==> src/rtl/idle_seq_pkg.sv <==
package idle_seq_pkg;

  typedef enum logic [2:0] {
    ST_ACTIVE  = 3'd0,
    ST_SLEEP   = 3'd1,
    ST_PM_ACK  = 3'd2,
    ST_PM_REL  = 3'd3,
    ST_PWR_UP  = 3'd4,
    ST_CACHE   = 3'd5,
    ST_RELEASE = 3'd6
  } seqState_e;

  typedef enum logic [1:0] {
    MODE_STANDBY  = 2'd0,
    MODE_RETAIN   = 2'd1,
    MODE_SOLO_OFF = 2'd2,
    MODE_FULL_OFF = 2'd3
  } idleMode_e;

  // Strobes from control to datapath
  typedef struct packed {
    logic modeWr;
    logic modeClr;
    logic cntClr;
    logic cntInc;
    logic errSet;
    logic pmSet;
    logic pmClr;
  } seqStrobe_t;

  // Modes 2 and 3 switch the core supply off
  function automatic logic isPowerOff(idleMode_e m);
    return (m == MODE_SOLO_OFF) || (m == MODE_FULL_OFF);
  endfunction

endpackage

==> src/rtl/idle_seq_ctrl.sv <==
module idle_seq_ctrl
  import idle_seq_pkg::*;
(
  input  logic       clk,
  input  logic       rstN,
  input  logic       wfiReq,
  input  logic       wakeIrq,
  input  logic       modeWrEn,
  input  logic       clusterCollapse,
  input  logic       powerGood,
  input  logic       cacheReady,
  input  logic       pmAck,
  input  idleMode_e  mode,
  input  logic       pmReqQ,
  input  logic       timedOut,
  output seqState_e  state,
  output seqStrobe_t strb
);

  seqState_e nextState;

  always_comb begin
    nextState = state;
    strb      = '0;
    case (state)
      ST_ACTIVE: begin
        strb.modeWr = modeWrEn && !wfiReq;
        if (wfiReq) nextState = ST_SLEEP;
      end
      ST_SLEEP: begin
        strb.pmSet = (mode == MODE_FULL_OFF) && clusterCollapse && !wakeIrq;
        if (wakeIrq) begin
          if (isPowerOff(mode)) begin
            if (pmReqQ) begin
              nextState = ST_PM_ACK;
            end else begin
              nextState   = ST_PWR_UP;
              strb.cntClr = 1'b1;
            end
          end else begin
            nextState = ST_CACHE;
          end
        end
      end
      ST_PM_ACK: begin
        if (pmAck) begin
          strb.pmClr = 1'b1;
          nextState  = ST_PM_REL;
        end
      end
      ST_PM_REL: begin
        if (!pmAck) begin
          nextState   = ST_PWR_UP;
          strb.cntClr = 1'b1;
        end
      end
      ST_PWR_UP: begin
        if (powerGood) begin
          nextState = ST_CACHE;
        end else if (timedOut) begin
          strb.errSet = 1'b1;
          nextState   = ST_CACHE;
        end else begin
          strb.cntInc = 1'b1;
        end
      end
      ST_CACHE: begin
        if (cacheReady) nextState = ST_RELEASE;
      end
      ST_RELEASE: begin
        strb.modeClr = 1'b1;
        nextState    = ST_ACTIVE;
      end
      default: nextState = ST_ACTIVE;
    endcase
  end

  always_ff @(posedge clk) begin
    if (!rstN) state <= ST_ACTIVE;
    else       state <= nextState;
  end

  AST_SLEEP_HOLD: assert property (@(posedge clk) disable iff (!rstN)
    (state == ST_SLEEP && !wakeIrq) |=> state == ST_SLEEP);
  AST_CACHE_GATE: assert property (@(posedge clk) disable iff (!rstN)
    (state == ST_CACHE && !cacheReady) |=> state == ST_CACHE);
  AST_RELEASE_AFTER_CACHE: assert property (@(posedge clk) disable iff (!rstN)
    (state == ST_CACHE && cacheReady) |=> state == ST_RELEASE);
  AST_PM_HOLD_OFF: assert property (@(posedge clk) disable iff (!rstN)
    (state == ST_PM_REL && pmAck) |=> state == ST_PM_REL);
  AST_PWRUP_BOUND: assert property (@(posedge clk) disable iff (!rstN)
    (state == ST_PWR_UP && !powerGood && timedOut) |=> state == ST_CACHE);

endmodule

==> src/rtl/idle_seq_datapath.sv <==
module idle_seq_datapath
  import idle_seq_pkg::*;
#(
  parameter int CNT_W = 8
) (
  input  logic             clk,
  input  logic             rstN,
  input  seqState_e        state,
  input  seqStrobe_t       strb,
  input  logic [1:0]       modeWrData,
  input  logic             clusterIdle,
  input  logic [CNT_W-1:0] timeoutLimit,
  output idleMode_e        mode,
  output logic             pmReq,
  output logic             timedOut,
  output logic             pwrErr,
  output logic             clkGate,
  output logic             retVoltReq,
  output logic             pwrOn,
  output logic             coreReset,
  output logic             cacheStbyReq,
  output logic             done
);

  logic [CNT_W-1:0] waitCnt;
  logic             offPhase;
  logic             gatedPhase;

  // Mode register: locked outside the active state, cleared on release
  always_ff @(posedge clk) begin
    if (!rstN)             mode <= MODE_STANDBY;
    else if (strb.modeClr) mode <= MODE_STANDBY;
    else if (strb.modeWr)  mode <= idleMode_e'(modeWrData);
  end

  // Power-good wait counter
  always_ff @(posedge clk) begin
    if (!rstN)            waitCnt <= '0;
    else if (strb.cntClr) waitCnt <= '0;
    else if (strb.cntInc) waitCnt <= waitCnt + 1'b1;
  end
  assign timedOut = (waitCnt >= timeoutLimit);

  // Sticky power error flag
  always_ff @(posedge clk) begin
    if (!rstN)            pwrErr <= 1'b0;
    else if (strb.errSet) pwrErr <= 1'b1;
  end

  // System power manager request
  always_ff @(posedge clk) begin
    if (!rstN)           pmReq <= 1'b0;
    else if (strb.pmClr) pmReq <= 1'b0;
    else if (strb.pmSet) pmReq <= 1'b1;
  end

  // Output decode
  assign offPhase     = (state == ST_SLEEP) || (state == ST_PM_ACK) || (state == ST_PM_REL);
  assign gatedPhase   = offPhase || (state == ST_PWR_UP) || (state == ST_CACHE);
  assign clkGate      = gatedPhase;
  assign retVoltReq   = (state == ST_SLEEP) && (mode == MODE_RETAIN);
  assign pwrOn        = !(offPhase && isPowerOff(mode));
  assign coreReset    = gatedPhase && isPowerOff(mode);
  assign cacheStbyReq = (state == ST_SLEEP) && clusterIdle;
  assign done         = (state == ST_RELEASE);

  AST_ERR_STICKY: assert property (@(posedge clk) disable iff (!rstN)
    pwrErr |=> pwrErr);
  AST_MODE_LOCKED: assert property (@(posedge clk) disable iff (!rstN)
    (state != ST_ACTIVE && !strb.modeClr) |=> $stable(mode));
  AST_DONE_PULSE: assert property (@(posedge clk) disable iff (!rstN)
    done |=> !done);
  AST_RESET_WHILE_OFF: assert property (@(posedge clk) disable iff (!rstN)
    !pwrOn |-> coreReset);
  AST_PM_STATE: assert property (@(posedge clk) disable iff (!rstN)
    $rose(pmReq) |-> (mode == MODE_FULL_OFF));

endmodule

==> src/rtl/core_idle_seq.sv <==
module core_idle_seq
  import idle_seq_pkg::*;
#(
  parameter int CNT_W = 8
) (
  input  logic             clk,
  input  logic             rstN,
  input  logic             modeWrEn,
  input  logic [1:0]       modeWrData,
  input  logic             wfiReq,
  input  logic             wakeIrq,
  input  logic             clusterIdle,
  input  logic             clusterCollapse,
  input  logic             powerGood,
  input  logic             cacheReady,
  input  logic             pmAck,
  input  logic [CNT_W-1:0] timeoutLimit,
  output logic             clkGate,
  output logic             retVoltReq,
  output logic             pwrOn,
  output logic             coreReset,
  output logic             cacheStbyReq,
  output logic             pmReq,
  output logic             done,
  output logic             pwrErr,
  output logic [1:0]       mode,
  output logic [2:0]       status
);

  seqState_e  state;
  seqStrobe_t strb;
  idleMode_e  modeQ;
  logic       timedOut;

  idle_seq_ctrl u_ctrl (
    .clk(clk), .rstN(rstN), .wfiReq(wfiReq), .wakeIrq(wakeIrq),
    .modeWrEn(modeWrEn), .clusterCollapse(clusterCollapse),
    .powerGood(powerGood), .cacheReady(cacheReady), .pmAck(pmAck),
    .mode(modeQ), .pmReqQ(pmReq), .timedOut(timedOut),
    .state(state), .strb(strb)
  );

  idle_seq_datapath #(.CNT_W(CNT_W)) u_dp (
    .clk(clk), .rstN(rstN), .state(state), .strb(strb),
    .modeWrData(modeWrData), .clusterIdle(clusterIdle),
    .timeoutLimit(timeoutLimit), .mode(modeQ), .pmReq(pmReq),
    .timedOut(timedOut), .pwrErr(pwrErr), .clkGate(clkGate),
    .retVoltReq(retVoltReq), .pwrOn(pwrOn), .coreReset(coreReset),
    .cacheStbyReq(cacheStbyReq), .done(done)
  );

  assign mode   = modeQ;
  assign status = state;

  AST_STBY_ONLY_IDLE: assert property (@(posedge clk) disable iff (!rstN)
    cacheStbyReq |-> (clusterIdle && clkGate));

endmodule

==> config.mk <==
export PLATFORM = sky130hd
export DESIGN_NAME = core_idle_seq
export DESIGN_NICKNAME = d
export VERILOG_FILES = /design/src/rtl/idle_seq_pkg.sv /design/src/rtl/idle_seq_ctrl.sv /design/src/rtl/idle_seq_datapath.sv /design/src/rtl/core_idle_seq.sv
export SDC_FILE = /design/constraint.sdc
export NUM_CORES = 1
export LEC_CHECK = 0
export BUFFER_PORTS_ARGS = -buffer_cell sky130_fd_sc_hd__buf_4
export CORE_MARGIN = 3
export CORE_UTILIZATION = 39
export CTS_CLUSTER_DIAMETER = 40
export CTS_CLUSTER_SIZE = 8
export DETAILED_ROUTE_END_ITERATION = 6
export SLEW_MARGIN = 0
export SYNTH_ARGS = -nofsm -noshare
export SYNTH_HDL_FRONTEND = slang
export SYNTH_HIERARCHICAL = 1
export SYNTH_SLANG_ARGS = --single-unit
==> constraint.sdc <==
create_clock -name clk -period 6.35 [get_ports clk]
set_input_delay 0.3175 -clock clk [delete_from_list [all_inputs] [get_ports clk]]
set_output_delay 0.3175 -clock clk [all_outputs]
set_load 0.01 [all_outputs]
==> flow_metrics.py <==
metrics = {
    "timing": {
        "fmax_mhz": 289.2,
        "holdWs_ns": 0.2753,
        "rsz0062_at_grt": "false",
        "hold_violations": 0,
        "setup_viol": 0,
        "finalMaxSlewViolations": 0,
        "tightest_slew_ns": 1.194,
        "skew_ns": 0.004757,
        "fin_crit_ns": 3.457,
        "timing.setup.tns_ns": 0,
        "post-route-period-util_pct": 54.45,
        "slew_headroom_pct": 19.26,
    },
    "cts": {
        "cts_sinks": 15,
        "worstSkewPairLatency_ns": 0.28,
        "ctsResizeCount": 0,
        "postCtsSetupRepairBufs": 0,
        "clock_path_buffers": 2,
        "ctsHoldBuffers": 0,
        "h-tree-depth": 1,
        "cts_inserted_buffers": 3,
        "clockRootBuffer": "clkbuf_4",
        "cts_tree": "built",
        "clkTransAtPathRegs_ns": 0.09,
    },
    "logic_synthesis": {
        "synth_seq_area_share_pct": 29.34,
        "synth_nets": 150,
        "async_flop_share_pct": 0,
        "synthDistinctLibCells": 40,
        "synth-compound-area-share_pct": 16.50,
        "yosysTopAreaCell": "dfxtp_1",
        "synth_area_um2": 1023,
        "yosys.area_share.simple_pct": 28.48,
        "synth_seq_cells": 15,
        "muxShareOfSynthArea_pct": 3.912,
        "synth_top_area_share_pct": 29.34,
        "synth-adder-area-share_pct": 11.00,
        "synth_top_cells_by_area": "dfxtp_1, ha_1, inv_1",
        "postSynthCellCount": 121,
        "synth_flop_cell": "dfxtp_1",
        "yosys.area_share.xor_xnor_pct": 3.423,
        "synth_top_family_by_area": "simple AND/OR/NAND/NOR gates",
        "yosys_warnings": 6,
        "synth_enable_flop_cells": 0,
        "syn_avg_cell_area_um2": 8.459,
    },
    "floorplanning": {
        "die_area_um2": 3275,
        "top_level_ports": 33,
        "row_count": 17,
        "die_x_um": 57.23,
        "core_area_um2": 2340,
        "die_y_um": 57.23,
        "start_util_pct": 43.74,
    },
    "setup_path": {
        "path_buf_inv": 1,
        "crit_path_end_kind": "flip-flop",
        "crit_path_start_kind": "flip-flop",
        "slowest_delay_ns": 0.99,
        "worstSetupPathType": "flip-flop to flip-flop",
        "cp.arrival_ns": 3.67,
        "slowest_stage": "nor4b_1",
        "crit_path_max_fanout": 6,
        "critical-path-top-delay-family": "simple AND/OR/NAND/NOR gates",
        "required_ns": 6.56,
        "crit_chain": "inv_1 > ha_1 > nand2b_1 > a2111oi_0 > o31ai_1 > nor4b_1 > nand3_2 > or4_1 > a21oi_1",
    },
    "detailed_routing": {
        "met3WireLength_um": 137,
        "via_per_inst": 5.359,
        "drc": 0,
        "drtAntennaViolNets": 0,
        "num_vias": 970,
        "routed_wl_um": 2266,
        "wl_met1_um": 1098,
        "drt_iter0_drc": 9,
        "routed-wl-met2_um": 1010,
        "routed.top_layer": "met4",
        "drtPass1Iterations": 4,
        "wl_per_cell_um": 12.52,
    },
    "flow_run": {
        "max-cap-violations": 0,
    },
    "grt": {
        "grtUsageTotal_pct": 14.77,
        "overflow": 0,
        "antenna_found_initial": 0,
        "grt_pass1_wl_um": 3870,
        "grt_pass1_vias": 875,
        "grt_start_max_net_pins": 19,
    },
    "placed_design": {
        "placed_cells": 177,
        "gp_congestion": 0.7786,
        "hpwl_um": 1847,
        "port_buffers": 32,
    },
    "power_and_ir_drop": {
        "irDropWorstVdd_mv": 0.1309,
        "leakage_nw": 0.5709,
        "powerDensity_nw_per_um2": 158.8,
    },
    "final_layout": {
        "drive_above_1_share_pct": 26.80,
        "stdcell_count": 181,
        "nets": 183,
        "area_delta_synth_final_pct": 26.53,
        "finish.utilization_pct": 55.35,
        "diodes": 0,
    },
    "status": {
        "status": "finished, final reports clean",
    },
    "min_path": {
        "min_path_type": "input port to flip-flop",
    },
}
-- layer usage --
metal  vias up  global-route usage [%]
met5         -                       0
met4         0                   5.960
met3         2                   3.620
met2        24                   22.02
met1       442                   20.33
li1        502                       -
-- report_power, final --
| group | internal (W) | total (W) | switching (W) |
|---|---|---|---|
| Combinational | 0.0000256 | 0.0000466 | 0.0000210 |
| Sequential | 0.0000969 | 0.000104 | 0.00000740 |
| Clock | 0.0000244 | 0.0000547 | 0.0000303 |
-- worst min-delay path, delay by kind of cell --
family        cells  cell delay (ns)
simple gates      1             0.08
buf+inv           1             0.08
mux               1             0.06
-- area by class of cell --
type | instances | area (um2)
timing repair buffer | 32 | 240.2
sequential | 15 | 300.3
multi-input combinational | 90 | 648.1
fill | 235 | 1045
clock buffer | 4 | 26.28
tap | 28 | 35.03
inverter | 12 | 45.04
-- layout by cell type (no fill, tap or decap), types with 2 or more instances in the layout --
| master | instances |
|---|---|
| nand2b_1 | 5 |
| nand3_1 | 2 |
| o21ai_0 | 3 |
| nor2_1 | 12 |
| nor3_1 | 2 |
| mux2i_1 | 4 |
| ha_1 | 9 |
| xor2_1 | 3 |
| dfxtp_1 | 15 |
| o31ai_1 | 2 |
| a21oi_1 | 8 |
| clkbuf_4 | 3 |
| nand4_1 | 3 |
| o21a_1 | 5 |
| or3_1 | 2 |
| nand2_1 | 4 |
| buf_4 | 32 |
| nor4b_1 | 3 |
| nor3b_1 | 3 |
| inv_1 | 12 |
-- synth_stat cells (2+ instances only) --
| cell type | count |
|---|---|
| a21oi_1 | 8 |
| buf_6 | 2 |
| clkbuf_1 | 2 |
| dfxtp_1 | 15 |
| ha_1 | 9 |
| inv_1 | 12 |
| mux2i_1 | 4 |
| nand2_1 | 4 |
| nand2b_1 | 5 |
| nand3_1 | 2 |
| nand4_1 | 3 |
| nor2_1 | 12 |
| nor3_1 | 2 |
| nor3b_1 | 3 |
| nor4b_1 | 3 |
| o21a_1 | 5 |
| o21ai_0 | 3 |
| o31ai_1 | 2 |
| or3_1 | 2 |
| xor2_1 | 3 |
-- cells by family (layout without fill, tap and decap cells) --
family,after synthesis,in the layout
adders and majority gates,9,9
buffers and inverters,16,48
xor gates and xnor gates,4,4
muxes,4,4
DFF,15,15
and+or+nand+nor,48,48
AOI/OAI and AO/OA,25,25
-- final timing paths --
check	cells past startpoint	slack [ns]	endpoint	from
max	9	2.89	u_dp/waitCnt[7]	u_dp/waitCnt[0]
min	3	0.28	u_dp/mode[0]	modeWrData[0]
max reg2reg	9	2.89	u_dp/waitCnt[7]	u_dp/waitCnt[0]
min reg2reg	1	0.48	u_dp/pwrErr	u_dp/pwrErr
-- metrics by stage --
step,instance area [um2],setup WS (ns),power [W]
final,1295,2.893,0.0002056
after CTS,1295,2.907,0.0002090
after detailed placement,1269,2.919,0.0001535
after global routing,1295,2.531,0.0002181
after global placement,1269,3.087,0.0001526
after floorplan,1023,3.778,0.0001322
-- flip-flops by register name (all words and copies together) (netlist names) --
signal	count
u_dp/mode	2
u_dp/pwrErr	1
u_dp/waitCnt	8
u_ctrl/state	3
u_dp/pmReq	1
Note: power is estimated with default switching activity, not from simulation.
